===== src/rtl/slcd_tx.sv =====
module slcd_tx #(
  parameter int DIV_HALF = 2,
  parameter int W        = 8
) (
  input  logic         clk,
  input  logic         rst_n,
  input  logic         in_valid,
  output logic         in_ready,
  input  logic [W-1:0] in_data,
  input  logic         in_is_data,
  input  logic         cfg_par,
  input  logic         cfg_sclk_idle_hi,
  input  logic         cfg_cs_act_hi,
  output logic         busy,
  output logic         lcd_cs,
  output logic         lcd_sclk,
  output logic         lcd_sdo,
  output logic         lcd_rs,
  output logic         lcd_wr,
  output logic [W-1:0] lcd_pdata
);

  localparam int CW = (DIV_HALF > 1) ? $clog2(DIV_HALF) : 1;
  localparam int PW = $clog2(2*W);

  typedef enum logic [1:0] {S_IDLE, S_SETUP, S_BITS, S_HOLD} st_t;

  st_t           st;
  logic [CW-1:0] div;
  logic [PW-1:0] ph;
  logic [W-1:0]  sh;
  logic          rs_q, par_q, ckh_q, csh_q;

  wire tick    = (div == '0);
  wire last_ph = (st == S_BITS) ? (ph == (par_q ? PW'(1) : PW'(2*W-1))) : (ph == PW'(1));

  always_ff @(posedge clk or negedge rst_n) begin
    if (!rst_n) begin
      st    <= S_IDLE;
      div   <= '0;
      ph    <= '0;
      sh    <= '0;
      rs_q  <= 1'b0;
      par_q <= 1'b0;
      ckh_q <= 1'b0;
      csh_q <= 1'b0;
    end else if (st == S_IDLE) begin
      if (in_valid) begin
        st    <= S_SETUP;
        div   <= CW'(DIV_HALF-1);
        ph    <= '0;
        sh    <= in_data;
        rs_q  <= in_is_data;
        par_q <= cfg_par;
        ckh_q <= cfg_sclk_idle_hi;
        csh_q <= cfg_cs_act_hi;
      end
    end else if (!tick) begin
      div <= div - 1'b1;
    end else begin
      div <= CW'(DIV_HALF-1);
      if (last_ph) begin
        ph <= '0;
        case (st)
          S_SETUP: st <= S_BITS;
          S_BITS:  st <= S_HOLD;
          default: st <= S_IDLE;
        endcase
      end else begin
        ph <= ph + 1'b1;
        if (st == S_BITS && !par_q && ph[0])
          sh <= sh << 1;
      end
    end
  end

  wire sclk_act = (st == S_BITS) && !par_q && ph[0];

  assign busy      = (st != S_IDLE);
  assign in_ready  = !busy;
  assign lcd_cs    = busy ? csh_q : !cfg_cs_act_hi;
  assign lcd_sclk  = busy ? (sclk_act ^ ckh_q) : cfg_sclk_idle_hi;
  assign lcd_sdo   = busy && !par_q && sh[W-1];
  assign lcd_rs    = busy && rs_q;
  assign lcd_wr    = (st == S_BITS) && par_q && ph[0];
  assign lcd_pdata = (busy && par_q) ? sh : '0;

endmodule


===== config.mk =====
export PLATFORM = sky130hd
export DESIGN_NAME = slcd_tx
export DESIGN_NICKNAME = d
export VERILOG_FILES = /design/src/rtl/slcd_tx.sv
export SDC_FILE = /design/constraint.sdc
export NUM_CORES = 1
export LEC_CHECK = 0
export ABC_AREA = 1
export BUFFER_PORTS_ARGS = -buffer_cell sky130_fd_sc_hd__buf_2
export CAP_MARGIN = 25
export CORE_MARGIN = 2
export CORE_UTILIZATION = 34
export DETAILED_ROUTE_END_ITERATION = 7
export PLACE_DENSITY_LB_ADDON = 0.2
export RECOVER_POWER = 100
export SETUP_SLACK_MARGIN = 0.3
export SYNTH_ARGS = -nofsm -noshare
export SYNTH_HDL_FRONTEND = slang
export SYNTH_SLANG_ARGS = --single-unit
export TNS_END_PERCENT = 50

===== constraint.sdc =====
create_clock -name clk -period 2.7 [get_ports clk]
set_clock_uncertainty 0.05 [all_clocks]
set_input_delay 0.27 -clock clk [delete_from_list [all_inputs] [get_ports clk]]
set_output_delay 0.27 -clock clk [all_outputs]
set_load 0.01 [all_outputs]

==> results.sh, run 1 <==
export IMPL_run_status="finished clean"
export IMPL_cts_root_buffer="clkbuf_4"
export IMPL_power_frac_clock_pct=9.4
export IMPL_wire_per_inst_um=11.3
export IMPL_p_int_uw=756
export IMPL_r2r_setup_slack_ns=0.44
export IMPL_whs_path_depth=3
export IMPL_seq_area_um2=475
export IMPL_clock_latency_ns=0.29
export IMPL_io_buffers=29
export IMPL_worst_pin_slew_ns=1.04
export IMPL_hold_path_class="primary input to register"
export IMPL_multi_input_area_um2=563
export IMPL_maxCapViolCount=0
export IMPL_yosys_register_bits=19
export IMPL_cts_tree="done"
export IMPL_grt_pass1_wl_um=3980
export IMPL_yosysUniqueCellTypes=26
export IMPL_critPathKind="register to register"
export IMPL_post_cts_buffers=0
export IMPL_slew_viol_final=0
export IMPL_drt_pass1_iter_count=4
export IMPL_vias=1000
export IMPL_track_usage_pct=14.5
export IMPL_cts_buffers_inserted=3
export IMPL_setup_viol=0
export IMPL_post_route_min_period_ns=2.26
export IMPL_cts_sinks=19
export IMPL_clockBufferDepth=2
export IMPL_drcViolationCount=0
export IMPL_swShare_pct=50.6
export IMPL_cts_repair_resized=0
export IMPL_yosys_area_top_type="dfrtp_1"
export IMPL_gr_total_overflow=0
export IMPL_ff2ff_path_depth=11
export IMPL_die_width_um=62.0
export IMPL_cp_startpoint="st[1]"
export IMPL_antenna_found_initial=0
export IMPL_hold_viol_final=0
export IMPL_nNetsFinal=198
export IMPL_worst_r2r_endpoint="st[0]"
export IMPL_antenna_cells=0
export IMPL_grt_pass1_vias=935
export IMPL_synthArstFlopShare_pct=100
export IMPL_p_seq_share_pct=32.8
export IMPL_post_route_period_util_pct=83.8
export IMPL_fillerInstances=379
export IMPL_coreArea_um2=3280
export IMPL_cp_max_fo=12
export IMPL_path_clk_slew_ns=0.10
export IMPL_synth_top_area_share_pct=41.6
export IMPL_rows=21
export IMPL_die_area_um2=3840
export IMPL_fmax_mhz=442
export IMPL_gp_congestion=0.793
export IMPL_final_cell_area_um2=1310
export IMPL_synth_area_top_cells="dfrtp_1 (42%), nand2_1 (20%), ha_1 (4.4%), nand3_1 (4.4%), nor2_1 (3.9%)"
export IMPL_dp_hpwl_um=1910
export IMPL_slew_headroom_pct=30.7
export IMPL_ir_drop_uv=470
export IMPL_dieHeight_um=62.0
export IMPL_drt_antenna_violating_nets=0
export IMPL_hold_buffers=1
export IMPL_combPwrFrac_pct=57.8
export IMPL_synth_nets=167
export IMPL_worstPathArrival_ns=2.41
export IMPL_start_util_pct=34.8
export IMPL_total_leakage_power_uw=0.000679
export IMPL_syn_avg_cell_area_um2=7.72
export IMPL_cp_required_ns=2.85
export IMPL_io_pins=30
export IMPL_reg2reg_from="st[1]"
export IMPL_synth_main_ff_cell="dfrtp_1"
export IMPL_totalNegativeSetupSlack_ns=0
export IMPL_viasPerCell=4.46
export IMPL_routed_wl_um=2530
export IMPL_drive_gt1_share_pct=15.7
export IMPL_power_switching_uw=773
export IMPL_synth_edf_count=0
export IMPL_power_density_nw_per_um2=1170
export IMPL_grt_max_degree=20
export IMPL_placed_cell_area_um2=1310
export IMPL_synth_warnings=0
export IMPL_seq_area_frac_synth_pct=41.6
export IMPL_first_iter_violations=46
export IMPL_htreeDepth=1
export IMPL_cp_end_kind="register"
export IMPL_syn_to_final_growth_pct=14.6
export IMPL_hp_start="in_data[0]"
export IMPL_critPathLaunchType="register"
export IMPL_postSynthCellCount=148
export IMPL_grt_setup_unrepaired="no"
export IMPL_holdPathEnd="sh[0]"
export IMPL_syn_area_um2=1140
==> stage by stage <==
| stage | hold WS [ns] | utilization [%] | setup WS, ns | total power [µW] | instances |
|---|---|---|---|---|---|
| floorplan | -0.0756 | - | 1.08 | 1250 | 148 |
| global placement | 0.187 | 40.0 | 0.832 | 1440 | 219 |
| detailed placement | 0.191 | 40.0 | 0.751 | 1450 | 219 |
| CTS | 0.104 | 41.1 | 0.529 | 1610 | 224 |
| global route | 0.109 | 39.8 | 0.242 | 1690 | 224 |
| finish | 0.115 | 39.8 | 0.437 | 1530 | 224 |
==> worst max-delay path by stage <==
stage,cells after the start,to
2_1_floorplan,7,lcd_pdata[0]
3_3_place_gp,10,st[1]
3_5_place_dp,10,ph[1]
4_1_cts,6,lcd_sclk
5_1_grt,11,st[0]
6_report,11,st[0]
==> cells in the mapped netlist (2+ instances only) <==
cell,number
inv_2,3
nor2_4,2
a21oi_1,2
xor2_1,3
ha_1,4
inv_1,7
nand3_1,10
nor2_1,12
o21ai_1,3
buf_2,2
dfrtp_1,19
nand2_2,4
nor3_1,3
nand2_4,2
nand2_1,61
==> power by group through the flow <==
stage / Clock, µW / Sequential (µW) / Combinational, µW
after global placement: 0 / 504 / 931
after global routing: 162 / 517 / 1010
after detailed placement: 0 / 507 / 947
final: 144 / 501 / 884
after CTS: 153 / 501 / 953
after floorplan: 0 / 486 / 762
==> flip-flops by register name (all words and copies together), names as in the netlist <==
name and cells:
ckh_q 1, st 2, div 1, sh 8
rs_q 1, ph 4, csh_q 1, par_q 1
==> critical path, stage by stage, from the launching register on <==
cell	delay, ns
dfrtp_1	0.41
inv_1	0.06
ha_1	0.34
buf_4	0.26
nand2_8	0.09
clkinvlp_2	0.22
nor2_1	0.33
nor2_4	0.05
nand2_1	0.16
nand2_4	0.09
nand2_1	0.06
nand2_1	0.05
==> layer usage <==
| layer | global-route usage (%) | routed length, µm | up-vias | share of wire [%] |
|---|---|---|---|---|
| li1 | - | - | 516 | - |
| met1 | 17.3 | 1170 | 456 | 46 |
| met2 | 24.7 | 1200 | 24 | 47 |
| met3 | 2.07 | 112 | 4 | 4.4 |
| met4 | 8.21 | 50 | 0 | 2.0 |
| met5 | 0 | 0 | - | 0 |
==> cells by family after synthesis <==
group	Yosys count	share of synthesized area (%)
and+or+nand+nor	99	41.1
xor gates and xnor gates	3	2.30
DFF	19	41.6
adders and majority gates	4	4.38
AOI/OAI and AO/OA	7	3.29
buffers and inverters	16	7.34
==> cell usage in the layout (no fill, tap or decap) <==
| cell type | count |
|---|---|
| nand2_1 | 64 |
| dfrtp_1 | 19 |
| clkbuf_1 | 16 |
| buf_2 | 14 |
| nor2_1 | 13 |
| nand3_1 | 10 |
| inv_1 | 8 |
| ha_1 | 4 |
| xor2_1 | 3 |
| o21ai_1 | 3 |
| nor3_1 | 3 |
| clkbuf_4 | 3 |
| inv_2 | 2 |
| nand2_2 | 2 |
| a21oi_1 | 2 |
| o211ai_1 | 1 |
| nor2_8 | 1 |
| nand2_8 | 1 |
| nand3b_1 | 1 |
| clkinvlp_2 | 1 |
| nor2_4 | 1 |
| nand2_4 | 1 |
| nor2_2 | 1 |
| o21ai_0 | 1 |
| or2_1 | 1 |
| dlygate4sd3_1 | 1 |
| buf_4 | 1 |
==> cell type report <==
class / instances / share of cell area [%]
inverters: 11 / 3.25
repair buffers: 31 / 11.0
clock buffers: 4 / 2.01
multi-input cells: 113 / 43.0
flip-flops and latches: 19 / 36.3
well taps: 46 / 4.40
No activity file was read; power rests on OpenSTA's default activity.
==> inputs of run 2 (changes only) <==
clock period = 2 ns   (was 2.7 ns; I/O delays follow)
==> run 2 against run 1 <==
Compared with the run above: sequential cell count stayed put; combinational power is 86% higher; first-iteration DRC count is 8.7% lower; critical path depth is 1 higher; power is 65% higher; global-route usage is 0.96 points higher; sequential share of layout area is 4.9 points lower; clock-buffer cell count is 1 lower; sequential power is 38% higher; worst setup slack worse by 0.26 ns; routed wire length is 8.7% higher; critical path type unchanged.
==> results.sh, run 2 (synthesis gave the netlist of run 1 again) <==
export IMPL_total_leakage_power_uw=0.000773
export IMPL_whs_path_depth=3
export IMPL_post_route_period_util_pct=91.1
export IMPL_die_area_um2=3840
export IMPL_post_route_min_period_ns=1.82
export IMPL_hold_viol_final=0
export IMPL_cts_root_buffer="clkbuf_4"
export IMPL_htreeDepth=1
export IMPL_cp_slowest_stage_delay_ns=0.40
export IMPL_drt_pass1_iter_count=4
export IMPL_maxCapViolCount=0
export IMPL_coreArea_um2=3280
export IMPL_nNetsFinal=208
export IMPL_antenna_cells=0
export IMPL_setup_viol=0
export IMPL_grt_pass1_wl_um=4280
export IMPL_fmax_mhz=549
export IMPL_gr_total_overflow=0
export IMPL_layout_common_cells="nand2_1 (58), dfrtp_1 (19), clkbuf_1 (15)"
export IMPL_path_depth=12
export IMPL_reg2reg_from="st[0]"
export IMPL_vias=1066
export IMPL_io_buffers=29
export IMPL_clockBufferDepth=2
export IMPL_power_density_nw_per_um2=1670
export IMPL_ir_drop_uv=805
export IMPL_routed_wl_um=2750
export IMPL_start_util_pct=34.8
export IMPL_ff2ff_path_depth=12
export IMPL_dieHeight_um=62.0
export IMPL_drt_antenna_violating_nets=0
export IMPL_viasPerCell=4.56
export IMPL_worstPathArrival_ns=1.98
export IMPL_run_status="finished clean"
export IMPL_first_iter_violations=42
export IMPL_antenna_found_initial=0
export IMPL_syn_to_final_growth_pct=32.3
export IMPL_use_met3_pct=2.48
export IMPL_drive_gt1_share_pct=28.2
export IMPL_cts_buffers_inserted=3
export IMPL_cpMaxStageDelayCell="dfrtp_1"
export IMPL_cts_tree="done"
export IMPL_largest_reg_flops=8
export IMPL_cts_sinks=19
export IMPL_worstPathCellList="inv_2 > ha_4 > inv_2 > nor2_2 > clkbuf_4 > buf_6 > buf_6 > o211ai_1 > nand2_1 > nand2_4 > nand2_2 > nand2_2"
export IMPL_path_clk_slew_ns=0.11
export IMPL_holdPathEnd="sh[0]"
export IMPL_worst_pin_slew_ns=1.03
export IMPL_multi_input_area_um2=618
export IMPL_grt_setup_unrepaired="yes"
export IMPL_cp_max_fo=8
export IMPL_drcViolationCount=0
export IMPL_seq_area_um2=475
export IMPL_totalNegativeSetupSlack_ns=0
export IMPL_worst_r2r_endpoint="sh[1]"
export IMPL_grt_busiest_layer="met2"
export IMPL_cp_end_kind="register"
export IMPL_die_width_um=62.0
export IMPL_track_usage_pct=15.4
export IMPL_slew_headroom_pct=31.1
export IMPL_cp_required_ns=2.15
export IMPL_clock_latency_ns=0.29
export IMPL_regMostFlops="sh"
export IMPL_critPathTopFamily="simple AND/OR/NAND/NOR gates"
export IMPL_hp_start="in_data[0]"
export IMPL_dp_hpwl_um=1810
export IMPL_crit_buf_inv=5
export IMPL_hold_path_class="primary input to register"
export IMPL_final_common_cell="nand2_1"
export IMPL_wire_per_inst_um=11.7
export IMPL_grt_max_degree=20
export IMPL_utilization_pct=46.0
export IMPL_total_power_uw=2530
export IMPL_reg_top3="sh: 8 flops, ph: 4 flops, st: 2 flops"
export IMPL_fillerInstances=339
export IMPL_slew_viol_final=0
export IMPL_gr_usage_met1_pct=19.5
export IMPL_met2_usage_pct=26.0
export IMPL_rows=21
export IMPL_io_pins=30
export IMPL_critPathKind="register to register"
export IMPL_grt_pass1_vias=972
export IMPL_r2r_setup_slack_ns=0.18
export IMPL_gp_congestion=0.777
export IMPL_critPathLaunchType="register"
-- run 2: cell types whose count changed in the layout (fill, tap and decap cells not counted), moves of 3 or more --
cell,change
nand2_2,+4
nand2_1,-6
buf_4,+4
inv_1,-3
-- run 2: area by class of cell --
cell class                 instances  area share (%)
clock buffer                       3            1.49
tap                               46            3.81
sequential                        19            31.5
inverter                          11            3.73
timing repair buffer              41            18.3
multi-input combinational        113            40.9
clock inverter                     1           0.331
-- run 2: where the power goes --
group	total (µW)	switching [µW]	internal (µW)
Combinational	1640	941	698
Clock	195	121	74.4
Sequential	692	137	555
-- run 2: per-layer routing --
layer	share of wire, %	vias up
met5	0	-
met1	46	498
met3	4.0	2
met2	49	26
li1	-	540
met4	1.0	0
-- run 2: worst max path at each step --
stage          start  endpoint  slack [ns]
2_1_floorplan  st[0]     ph[3]        0.44
3_3_place_gp   st[1]     st[1]        0.40
3_5_place_dp   st[1]     st[0]        0.38
4_1_cts        st[0]  lcd_sclk        0.18
5_1_grt        st[0]     sh[5]        0.07
6_report       st[0]     sh[1]        0.18
-- run 2: worst reg2reg max path, cell delays in order (launching register included) --
cell and delay (ns):
dfrtp_1 0.40, inv_2 0.09, ha_4 0.14, inv_2 0.04, nor2_2 0.10, clkbuf_4 0.15, buf_6 0.08, buf_6 0.08
o211ai_1 0.08, nand2_1 0.25, nand2_4 0.14, nand2_2 0.10, nand2_2 0.04
-- run 2: stage by stage --
step                      std cells  area [µm²]  worst slack, ns  hold WS (ns)
after floorplan                 148        1140            0.442        -0.146
after global placement          219        1330            0.401         0.117
after detailed placement        219        1330            0.380         0.125
after CTS                       231        1480            0.180        0.0451
after global routing            234        1510           0.0711        0.0375
final                           234        1510            0.177        0.0531
-- run 2: repair_timing --
action                                  in CTS  in global routing
endpoints found under the hold margin       19                  0
pin swaps                                    3                  7
gates cloned                                 1                  0
hold buffers                                 1                  0
setup buffers                                6                  3
endpoints found under the setup margin      13                 26
gates resized for setup                     10                 11
==> inputs of run 3 (changes only) <==
ABC_AREA = unset   (was 1)
==> run 3 against run 2 <==
Compared with the run above: synthesized cell count decreased by 22%; sequential power is 8.7% higher; final area increased by 3.0%; synthesized area rose by 0.55%; cell count shrank 13%; critical path type is now register to output pin; critical endpoint is now lcd_pdata[4]; largest power group unchanged; highest routed layer unchanged.
==> results.sh, run 3 <==
export IMPL_run_status="finished clean"
export IMPL_worstPathCellList="inv_1 > ha_4 > buf_6 > nor2b_1 > buf_4 > and2_0 > buf_6"
export IMPL_syn_avg_cell_area_um2=9.90
export IMPL_synth_warnings=0
export IMPL_cts_sinks=19
export IMPL_postSynthCellCount=116
export IMPL_crit_buf_inv=4
export IMPL_nNetsFinal=178
export IMPL_yosys_register_bits=19
export IMPL_dr_wl_met2_um=1290
export IMPL_synth_edf_count=0
export IMPL_worst_pin_slew_ns=1.04
export IMPL_clockBufferDepth=2
export IMPL_top_layer="met4"
export IMPL_slew_viol_final=0
export IMPL_io_pins=30
export IMPL_io_buffers=29
export IMPL_post_route_period_util_pct=94.3
export IMPL_drt_pass1_iter_count=4
export IMPL_power_density_nw_per_um2=1520
export IMPL_die_area_um2=3860
export IMPL_drive_gt1_share_pct=36.1
export IMPL_totalNegativeSetupSlack_ns=0
export IMPL_yosys_area_top_type="dfrtp_1"
export IMPL_hold_viol_final=0
export IMPL_vias=981
export IMPL_synthArstFlopShare_pct=100
export IMPL_hold_path_class="primary input to register"
export IMPL_cp_required_ns=1.75
export IMPL_ys_top_cells_by_count="dfrtp_1 (19), nor2b_1 (9), a21oi_1 (8), and2_1 (8), mux2i_1 (8)"
export IMPL_final_common_cell="dfrtp_1"
export IMPL_seq_area_frac_synth_pct=41.4
export IMPL_gp_congestion=0.758
export IMPL_grt_pass1_vias=999
export IMPL_maxCapViolCount=0
export IMPL_syn_to_final_growth_pct=35.5
export IMPL_dp_hpwl_um=1870
export IMPL_yosysUniqueCellTypes=32
export IMPL_rows=21
export IMPL_largest_reg_flops=8
export IMPL_ir_drop_uv=653
export IMPL_gr_total_overflow=0
export IMPL_layout_common_cells="dfrtp_1 (18), buf_2 (15), nor2b_1 (9)"
export IMPL_cts_root_buffer="clkbuf_4"
export IMPL_wl_met3_um=75
export IMPL_placed_cell_area_um2=1370
export IMPL_clock_latency_ns=0.29
export IMPL_total_power_uw=2370
export IMPL_dieHeight_um=62.1
export IMPL_drt_antenna_violating_nets=0
export IMPL_yosys_cell_count_top_type="dfrtp_1"
export IMPL_die_width_um=62.1
export IMPL_antenna_cells=0
export IMPL_critPathKind="register to output pin"
export IMPL_cp_end_kind="output pin"
export IMPL_fmax_mhz=530
export IMPL_final_cell_area_um2=1560
export IMPL_cp_slowest_stage_delay_ns=0.44
export IMPL_drcViolationCount=0
export IMPL_antenna_found_initial=0
export IMPL_coreArea_um2=3280
export IMPL_path_common_cell="buf_6"
export IMPL_critPathTopFamily="buffers and inverters"
export IMPL_setup_viol=0
export IMPL_reg_top3="sh: 8 flops, ph: 4 flops, st: 2 flops"
export IMPL_cpMaxStageDelayCell="dfrtp_2"
export IMPL_critPathLaunchType="register"
export IMPL_synth_area_top_cells="dfrtp_1 (41%), mux2i_1 (7.0%), nor2b_1 (4.9%), a211oi_1 (4.6%), and2_1 (4.4%)"
export IMPL_syn_area_um2=1150
export IMPL_grt_pass1_wl_um=4490
export IMPL_synth_top_area_share_pct=41.4
export IMPL_wl_met1_um=1160
export IMPL_first_iter_violations=24
export IMPL_wire_per_inst_um=12.6
export IMPL_path_clk_slew_ns=0.11
export IMPL_track_usage_pct=14.3
export IMPL_slew_headroom_pct=30.5
export IMPL_viasPerCell=4.81
export IMPL_hold_ws_ns=0.0793
export IMPL_regMostFlops="sh"
export IMPL_start_util_pct=35.0
export IMPL_grt_setup_unrepaired="yes"
export IMPL_cp_max_fo=8
export IMPL_routed_wl_um=2570
export IMPL_synth_main_ff_cell="dfrtp_1"
export IMPL_synth_nets=135
export IMPL_total_leakage_power_uw=0.000731
export IMPL_cts_tree="done"
export IMPL_cts_buffers_inserted=3
export IMPL_post_route_min_period_ns=1.89
export IMPL_grt_max_degree=20
export IMPL_worstPathArrival_ns=1.64
export IMPL_htreeDepth=1
run 3: cell count changes in the layout (fill, tap and decap cells not counted), moves of 4 or more:
cell,delta
and2_4,+6
clkbuf_1,-7
nand2_2,-6
nand3_1,-8
nand2_1,-53
mux2i_1,+8
a21oi_1,+6
buf_6,+6
nor2_1,-7
mux2_2,+4
a211oi_1,+7
nor2b_1,+9
run 3: metal layers:
layer  up-vias  track usage, %
met5         -               0
met4         0            6.94
met3         6            2.36
met2        17            23.6
met1       465            18.3
li1        493               -
run 3: logic make-up after synthesis:
kind of cell	count (synthesis)	synth area share [%]
fa+ha+maj	4	4.36
buf+inv	10	3.27
compound gates	26	15.3
simple gates	41	21.0
xor+xnor	2	1.53
mux	14	13.2
flops	19	41.4
run 3: final timing paths:
check	slack [ns]	endpoint	cells after the start	from
min in group asynchronous	0.54	div	2	rst_n
worst max-delay path	0.11	lcd_pdata[4]	7	st[1]
max in group asynchronous	0.66	st[1]	2	rst_n
worst max register to register	0.13	st[1]	7	st[1]
worst min-delay path	0.08	rs_q	2	in_is_data
worst min register to register	0.46	rs_q	1	rs_q
run 3: layout make-up:
cell class / count / area, µm²
Clock buffer: 4 / 26.3
Fill cell: 333 / 1730
Inverter: 6 / 22.5
Multi-Input combinational cell: 87 / 682
Sequential cell: 19 / 477
Tap cell: 46 / 57.6
Timing Repair Buffer: 42 / 292
run 3: power by group:
group	internal, µW	switching (µW)
combinational	786	633
clock	77.5	117
sequential	568	185
run 3: metrics by stage:
stage,utilization [%],worst slack (ns),cells
global route,47.4,0.000326,204
CTS,45.5,0.0775,202
finish,47.4,0.114,204
global placement,41.8,0.185,192
detailed placement,41.8,0.138,192
floorplan,-,0.291,116
run 3: what timing repair did:
action / 4_1_cts / 5_1_grt
hold buffers: 1 / 0
setup endpoints to repair: 20 / 22
resized for setup: 10 / 17
pin swaps: 1 / 4
buffers inserted: 5 / 2
endpoints found under the hold margin: 19 / 0
gates cloned: 0 / 0
